File: config.mk
export PLATFORM = sky130hd
export DESIGN_NAME = sib_cell
export DESIGN_NICKNAME = d
export VERILOG_FILES = /design/src/rtl/sib_pkg.sv /design/src/rtl/sib_ctrl.sv /design/src/rtl/sib_shift_stage.sv /design/src/rtl/sib_update_stage.sv /design/src/rtl/sib_launch.sv /design/src/rtl/sib_cell.sv
export SDC_FILE = /design/constraint.sdc
export NUM_CORES = 1
export LEC_CHECK = 0
export BUFFER_PORTS_ARGS = -buffer_cell sky130_fd_sc_hd__buf_2
export CAP_MARGIN = 0
export CORE_AREA = 2 2 39 41
export DETAILED_ROUTE_END_ITERATION = 10
export DIE_AREA = 0 0 41 43
export SYNTH_ARGS = -nofsm -noshare
export SYNTH_HDL_FRONTEND = slang
export SYNTH_SLANG_ARGS = --single-unit
File: constraint.sdc
create_clock -name tck -period 2.8 [get_ports tck]
set_clock_uncertainty 0.15 [all_clocks]
set_input_delay 0.28 -clock tck [delete_from_list [all_inputs] [get_ports tck]]
set_output_delay 0.28 -clock tck [all_outputs]
set_load 0.02 [all_outputs]
File: src/rtl/sib_pkg.sv
package sib_pkg;

  typedef enum logic [1:0] {
    SIB_HOLD    = 2'd0,
    SIB_CAPTURE = 2'd1,
    SIB_SHIFT   = 2'd2
  } sib_op_e;

  // Capture outranks shift; an unselected cell holds.
  function automatic sib_op_e sib_decode(input logic sel,
                                         input logic cap,
                                         input logic sh);
    if (!sel)     return SIB_HOLD;
    else if (cap) return SIB_CAPTURE;
    else if (sh)  return SIB_SHIFT;
    else          return SIB_HOLD;
  endfunction

  // Source of the shift bit: segment return when open, upstream when closed.
  function automatic logic sib_pick(input logic open_q,
                                    input logic up_in,
                                    input logic ret_in);
    return open_q ? ret_in : up_in;
  endfunction

  function automatic logic sib_next(input sib_op_e op,
                                    input logic    cur,
                                    input logic    din,
                                    input logic    cap_val);
    case (op)
      SIB_CAPTURE: return cap_val;
      SIB_SHIFT:   return din;
      default:     return cur;
    endcase
  endfunction

endpackage

File: src/rtl/sib_ctrl.sv
module sib_ctrl
  import sib_pkg::*;
(
  input  logic    sel,
  input  logic    capture_en,
  input  logic    shift_en,
  input  logic    update_en,
  output sib_op_e op,
  output logic    cap_fire,
  output logic    shift_fire,
  output logic    upd_fire
);
  always_comb begin
    op         = sib_decode(sel, capture_en, shift_en);
    cap_fire   = (op == SIB_CAPTURE);
    shift_fire = (op == SIB_SHIFT);
    upd_fire   = sel & update_en;
  end
endmodule

File: src/rtl/sib_shift_stage.sv
module sib_shift_stage
  import sib_pkg::*;
#(
  parameter logic RESET_VAL   = 1'b0,
  parameter logic CAPTURE_VAL = 1'b0
) (
  input  logic    clk,
  input  logic    rst_n,
  input  sib_op_e op,
  input  logic    open_q,
  input  logic    up_in,
  input  logic    ret_in,
  output logic    bit_q
);
  logic src;

  always_comb src = sib_pick(open_q, up_in, ret_in);

  always_ff @(posedge clk or negedge rst_n) begin
    if (!rst_n) bit_q <= RESET_VAL;
    else        bit_q <= sib_next(op, bit_q, src, CAPTURE_VAL);
  end
endmodule

File: src/rtl/sib_update_stage.sv
module sib_update_stage #(
  parameter logic RESET_VAL = 1'b0
) (
  input  logic clk,
  input  logic rst_n,
  input  logic load,
  input  logic din,
  output logic upd_q
);
  always_ff @(posedge clk or negedge rst_n) begin
    if (!rst_n)    upd_q <= RESET_VAL;
    else if (load) upd_q <= din;
  end
endmodule

File: src/rtl/sib_launch.sv
module sib_launch #(
  parameter logic RESET_VAL = 1'b0
) (
  input  logic clk,
  input  logic rst_n,
  input  logic din,
  output logic dout
);
  always_ff @(negedge clk or negedge rst_n) begin
    if (!rst_n) dout <= RESET_VAL;
    else        dout <= din;
  end
endmodule

File: src/rtl/sib_cell.sv
module sib_cell
  import sib_pkg::*;
#(
  parameter logic RESET_VAL   = 1'b0,
  parameter logic CAPTURE_VAL = 1'b0
) (
  input  logic tck,
  input  logic rst_n,
  input  logic sel,
  input  logic capture_en,
  input  logic shift_en,
  input  logic update_en,
  input  logic scan_in,
  input  logic seg_return,
  output logic scan_out,
  output logic seg_select
);
  sib_op_e op;
  logic    cap_fire;
  logic    shift_fire;
  logic    upd_fire;
  logic    shift_bit;
  logic    update_bit;

  sib_ctrl u_ctrl (
    .sel        (sel),
    .capture_en (capture_en),
    .shift_en   (shift_en),
    .update_en  (update_en),
    .op         (op),
    .cap_fire   (cap_fire),
    .shift_fire (shift_fire),
    .upd_fire   (upd_fire)
  );

  sib_shift_stage #(
    .RESET_VAL   (RESET_VAL),
    .CAPTURE_VAL (CAPTURE_VAL)
  ) u_shift (
    .clk    (tck),
    .rst_n  (rst_n),
    .op     (op),
    .open_q (update_bit),
    .up_in  (scan_in),
    .ret_in (seg_return),
    .bit_q  (shift_bit)
  );

  sib_update_stage #(
    .RESET_VAL (RESET_VAL)
  ) u_update (
    .clk   (tck),
    .rst_n (rst_n),
    .load  (upd_fire),
    .din   (shift_bit),
    .upd_q (update_bit)
  );

  sib_launch #(
    .RESET_VAL (RESET_VAL)
  ) u_launch (
    .clk   (tck),
    .rst_n (rst_n),
    .din   (shift_bit),
    .dout  (scan_out)
  );

  assign seg_select = sel & update_bit;
endmodule

==> qor.yml, run 1 <==
run_status:
  status: "finished clean"
global_routing:
  grt_pass1_vias: 124
  antenna_found_initial: 0
  grt_start_max_net_pins: 5
  grt-ovfl-total: 0
  grtUsageTotal_pct: 4.42
  grt_pass1_wl_um: 455
run:
  max_cap_violations: 0
yosys:
  yosysTopAreaCell: "dfrtp_1"
  netlist_instances: 13
  yosys.area_share.adder_pct: 8.20
  synth_cell_types: 10
  yosys_warnings: 0
  muxShareOfSynthArea_pct: 16.4
  synthTopCellsByCount: "nand2_1 (3), dfrtp_1 (2)"
  synth_compound_area_share_pct: 3.28
  ys_top_cells_by_area: "dfrtp_1 (33%), dfrtn_1 (16%), mux2_4 (9.8%), ha_1 (8.2%), nand2_1 (7.4%)"
  synth_nets: 22
  synth_xor_area_share_pct: 0
  synth_top_family_by_area: "simple AND/OR/NAND/NOR gates"
  ys_seq_area_share_pct: 49.2
  yosysTopAreaCellShare_pct: 32.8
  yosysMostFrequentCell: "nand2_1"
  ys_ff_latch: 3
  synth_edf_count: 0
  synth_flop_cell: "dfrtp_1"
  async_flop_share_pct: 100
  synthSimpleGateAreaFrac_pct: 23.0
  synth.avg_cell_area_um2: 11.7
  netlist_area_um2: 153
sta:
  setup_tns_ns: 0
  finalHoldViolCount: 0
  worst_pin_slew_ns: 0.133
  maxSlewViolCount: 0
  setup-violations-final: 0
  maxSlewHeadroom_pct: 91.0
  rsz0062_at_grt: "false"
  whs_ns: 0.215
worst_setup_path:
  crit_path_cell_trace: "buf_2"
  crit_path_max_fanout: 1
  worstPathRequired_ns: 2.37
  path_buf_inv: 1
  cp_slowest_cell: "dfrtn_1"
  start_kind: "flop"
  worstSetupPathType: "flop to output pin"
  critPathTopFamily: "flip-flops"
  critPathArrivalTime_ns: 2.16
  worstSetupEndpointType: "output pin"
  ff2ff_setup_slack_ns: 0.71
  max_stage_delay_ns: 0.37
clock_network:
  cts_resized: 0
  cts_buffers: 3
  postCtsHoldBufs: 1
  cts_sinks: 3
  clk_pin_slew_ns: 0.04
  clk_latency_ns: 0.23
  cts_buffer_depth: 2
  cts-htree-levels: 1
  tritoncts: "done"
  root_buffer: "clkbuf_4"
  postCtsSetupBuffers: 0
power_and_ir_drop:
  p_clk_share_pct: 54.5
  vdd_drop_max_uv: 91.1
  netSwitchingPower_uw: 30.9
  internal_power_uw: 109
  switching_share_pct: 22.1
  cellPowerDensity_mw_per_mm2: 550
  leakage_uw: 0.000135
  seqPwrFrac_pct: 34.1
  combinationalPowerShare_pct: 11.5
floorplanning:
  start_util_pct: 11.0
  coreArea_mm2: 0.00138
  die_area_mm2: 0.00176
  die_w_um: 41
  die_height_um: 43
  io_pins: 10
  rows: 14
drt:
  avgRoutedWirePerCell_um: 7.65
  drc: 0
  final_antenna_net_count: 0
  wirelength_um: 329
  num_vias: 134
  dr_wl_met2_um: 150
  via_per_inst: 3.12
  drtPass1Iterations: 1
  wl_met1_um: 140
  wl_met3_um: 38
  top_layer: "met3"
  first_iter_violations: 0
placed_design:
  portBuffers: 9
  gp_congestion: 0.681
cells_and_area:
  multiInputGateArea_um2: 77.6
  diodes: 0
  drive_gt1_share_pct: 55.6
  ff_latch_area_um2: 75.1
  fin_nets: 37
  syn_to_final_growth_pct: 66.4
  fillers: 155
worst_hold_path:
  hold_path.class: "primary input to async pin"
cells in the final DEF, fill, tap and decap left out:
master	instances
and2_2	1
dfrtn_1	1
clkbuf_4	3
mux2_4	1
ha_1	1
dfrtp_1	2
nand2_1	3
o21ai_0	1
dlygate4sd3_1	1
nand2b_1	1
buf_2	9
mux2i_1	1
clkbuf_1	1
and3b_2	1
layout make-up:
class | instances | area share (%)
Multi-Input combinational cell | 10 | 30.5
Sequential cell | 3 | 29.6
Timing Repair Buffer | 10 | 21.7
Clock buffer | 4 | 10.3
Tap cell | 16 | 7.88
path summary, 6_finish.rpt:
check                                   start              to  depth (start not counted)
worst max register to register  u_shift.bit_q   u_launch.dout                          0
max in group asynchronous               rst_n   u_launch.dout                          2
worst min register to register  u_shift.bit_q   u_shift.bit_q                          2
worst min-delay path                    rst_n  u_update.upd_q                          2
worst max-delay path            u_launch.dout        scan_out                          1
min in group tck                      scan_in   u_shift.bit_q                          3
routing by layer:
layer  up-vias  global-route usage (%)
met5         -                       0
met4         0                    6.00
met3         0                    3.14
met2         7                    4.38
met1        56                    4.84
li1         71                       -
stage by stage:
step | setup slack [ns] | utilization (%) | cells | total power [uW] | area [um^2]
2_1_floorplan | 0.497 | - | 13 | 55.4 | 153
3_3_place_gp | 0.463 | 15.7 | 38 | 63.0 | 218
3_5_place_dp | 0.457 | 15.7 | 38 | 63.4 | 218
4_1_cts | 0.192 | 18.4 | 43 | 145 | 254
5_1_grt | 0.181 | 18.4 | 43 | 151 | 254
6_report | 0.206 | 18.4 | 43 | 140 | 254
cell families after synthesis:
family	count (synthesis)
AOI/OAI and AO/OA	1
adders and majority gates	1
DFF	3
muxes	2
and+or+nand+nor	6
power by group through the flow:
stage / combinational, uW / clock [uW] / sequential (uW)
2_1_floorplan: 6.85 / 0 / 48.6
3_5_place_dp: 15.4 / 0 / 48.0
5_1_grt: 17.9 / 85.5 / 47.8
3_3_place_gp: 15.0 / 0 / 48.0
6_report: 16.0 / 76.2 / 47.6
4_1_cts: 16.4 / 81.3 / 47.6
sequential cells by signal (all words and copies together) (netlist names):
| register | count |
|---|---|
| u_launch.dout | 1 |
| u_update.upd_q | 1 |
| u_shift.bit_q | 1 |
Note: power is estimated with default switching activity, not from simulation.
==> inputs of run 2 (changes only) <==
--- a/config.mk
+++ b/config.mk
@@ -7,9 +7,12 @@
 export LEC_CHECK = 0
 export BUFFER_PORTS_ARGS = -buffer_cell sky130_fd_sc_hd__buf_2
 export CAP_MARGIN = 0
+export CELL_PAD_IN_SITES_DETAIL_PLACEMENT = 1
+export CELL_PAD_IN_SITES_GLOBAL_PLACEMENT = 2
 export CORE_AREA = 2 2 39 41
 export DETAILED_ROUTE_END_ITERATION = 10
 export DIE_AREA = 0 0 41 43
+export PLACE_DENSITY_LB_ADDON = 0.1
 export SYNTH_ARGS = -nofsm -noshare
 export SYNTH_HDL_FRONTEND = slang
 export SYNTH_SLANG_ARGS = --single-unit
==> run 2 against run 1 <==
Net effect: hold slack better by 0.0058 ns; combinational power hardly changed; non-clock buffer count unchanged; die area did not move; register-to-register slack about the same; wire length rose by 8.5%.
==> qor.yml, run 2 (synthesis results as in run 1) <==
run_status:
  status: "finished clean"
cells_and_area:
  drive_gt1_share_pct: 55.6  # unchanged
  final_cell_mix: "buf_2 (9), nand2_1 (3), clkbuf_4 (3)"
  syn_to_final_growth_pct: 66.4  # unchanged
  diodes: 0  # unchanged
  reg.largest.list: "u_launch.dout x1, u_shift.bit_q x1, u_update.upd_q x1"
  fin_nets: 37  # unchanged
  final_core_util_pct: 18.4  # unchanged
  final_common_cell: "buf_2"
sta:
  rsz0062_at_grt: "false"
  setup_tns_ns: 0  # unchanged
  setup-violations-final: 0  # unchanged
  maxSlewViolCount: 0  # unchanged
  worst_pin_slew_ns: 0.144  # +0.0110 ns
  maxSlewHeadroom_pct: 90.3  # -0.74 points
  finalHoldViolCount: 0  # unchanged
worst_setup_path:
  critPathTopFamily: "flip-flops"
  crit_path_cell_trace: "buf_2"
  worstPathRequired_ns: 2.37  # about the same
  crit_path_max_fanout: 1  # unchanged
  max_stage_delay_ns: 0.37  # about the same
  cp_slowest_cell: "dfrtn_1"
  path_buf_inv: 1  # unchanged
  worstSetupEndpointType: "output pin"
  ff2ff_setup_slack_ns: 0.72  # about the same
  start_kind: "flop"
  worstSetupPathType: "flop to output pin"
  critPathArrivalTime_ns: 2.17  # about the same
power_and_ir_drop:
  cellPowerDensity_mw_per_mm2: 547  # -0.53%
  vdd_drop_max_uv: 82.5  # -9.5%
  leakage_uw: 0.000135  # unchanged
  power_uw: 139  # -0.53%
clock_network:
  clk_latency_ns: 0.23  # about the same
  cts_buffers: 3  # unchanged
  postCtsSetupBuffers: 0  # unchanged
  cts_buffer_depth: 2  # unchanged
  cts_sinks: 3  # unchanged
  cts-htree-levels: 1  # unchanged
  root_buffer: "clkbuf_4"
  tritoncts: "done"
  clk_pin_slew_ns: 0.04  # about the same
drt:
  drtPass1Iterations: 2  # +1
  avgRoutedWirePerCell_um: 8.30  # +8.5%
  drc: 0  # unchanged
  via_per_inst: 3.49  # +12%
  first_iter_violations: 1  # +1
  num_vias: 150  # +12%
  final_antenna_net_count: 0  # unchanged
  wirelength_um: 357  # +8.5%
floorplanning:
  die_area_mm2: 0.00176  # unchanged
  start_util_pct: 11.0  # unchanged
  io_pins: 10  # unchanged
  rows: 14  # unchanged
  coreArea_mm2: 0.00138  # unchanged
  die_height_um: 43  # unchanged
  die_w_um: 41  # unchanged
worst_hold_path:
  hold_path.class: "primary input to async pin"
placed_design:
  portBuffers: 9  # unchanged
  gp_congestion: 0.586  # -14%
run:
  max_cap_violations: 0  # unchanged
global_routing:
  antenna_found_initial: 0  # unchanged
  grt_pass1_vias: 147  # +19%
  grt-ovfl-total: 0  # unchanged
  grtUsageTotal_pct: 6.13  # +1.7 points
  grt_pass1_wl_um: 586  # +29%
  grt_start_max_net_pins: 5  # unchanged
run 2: cell counts in the layout (fill, tap and decap cells not counted):
No cell type changed its count.
run 2: timing repair:
item,CTS,global route
endpoints found under the hold margin,2,0
resized for setup,0,0
hold buffers,1,0
run 2: layer usage:
| layer | GRT usage, % | wire (um) | up-vias |
|---|---|---|---|
| li1 | - | - | 71 |
| met1 | 5.48 | 122 | 72 |
| met2 | 6.25 | 204 | 5 |
| met3 | 3.14 | 10 | 2 |
| met4 | 12.0 | 19 | 0 |
| met5 | 0 | 0 | - |
run 2: through the flow:
stage | cells | instance area (um^2) | hold WS, ns | worst slack, ns
finish | 43 | 254 | 0.221 | 0.196
global route | 43 | 254 | 0.220 | 0.160
CTS | 43 | 254 | 0.216 | 0.182
detailed placement | 38 | 218 | -0.0716 | 0.448
global placement | 38 | 218 | -0.0743 | 0.461
floorplan | 13 | 153 | -0.166 | 0.497
run 2: final cells by class:
type | instances | area (um^2)
timing repair buffer | 10 | 55.1
clock buffer | 4 | 26.3
multi-input combinational | 10 | 77.6
sequential | 3 | 75.1
tap | 16 | 20.0
fill | 164 | 1130
run 2: worst paths after layout:
path | from | to | depth (start not counted)
setup / recovery | u_launch.dout | scan_out | 1
hold / removal | rst_n | u_update.upd_q | 2
setup reg to reg | u_shift.bit_q | u_launch.dout | 0
hold reg to reg | u_shift.bit_q | u_shift.bit_q | 2
max in group asynchronous | rst_n | u_launch.dout | 2
min in group tck | scan_in | u_shift.bit_q | 3
run 2: power by group:
part	leakage, uW	internal [uW]	switching (uW)	total [uW]
Combinational	0.0000790	9.56	6.63	16.2
Sequential	0.0000414	46.0	1.57	47.6
Clock	0.0000150	53.4	21.9	75.3
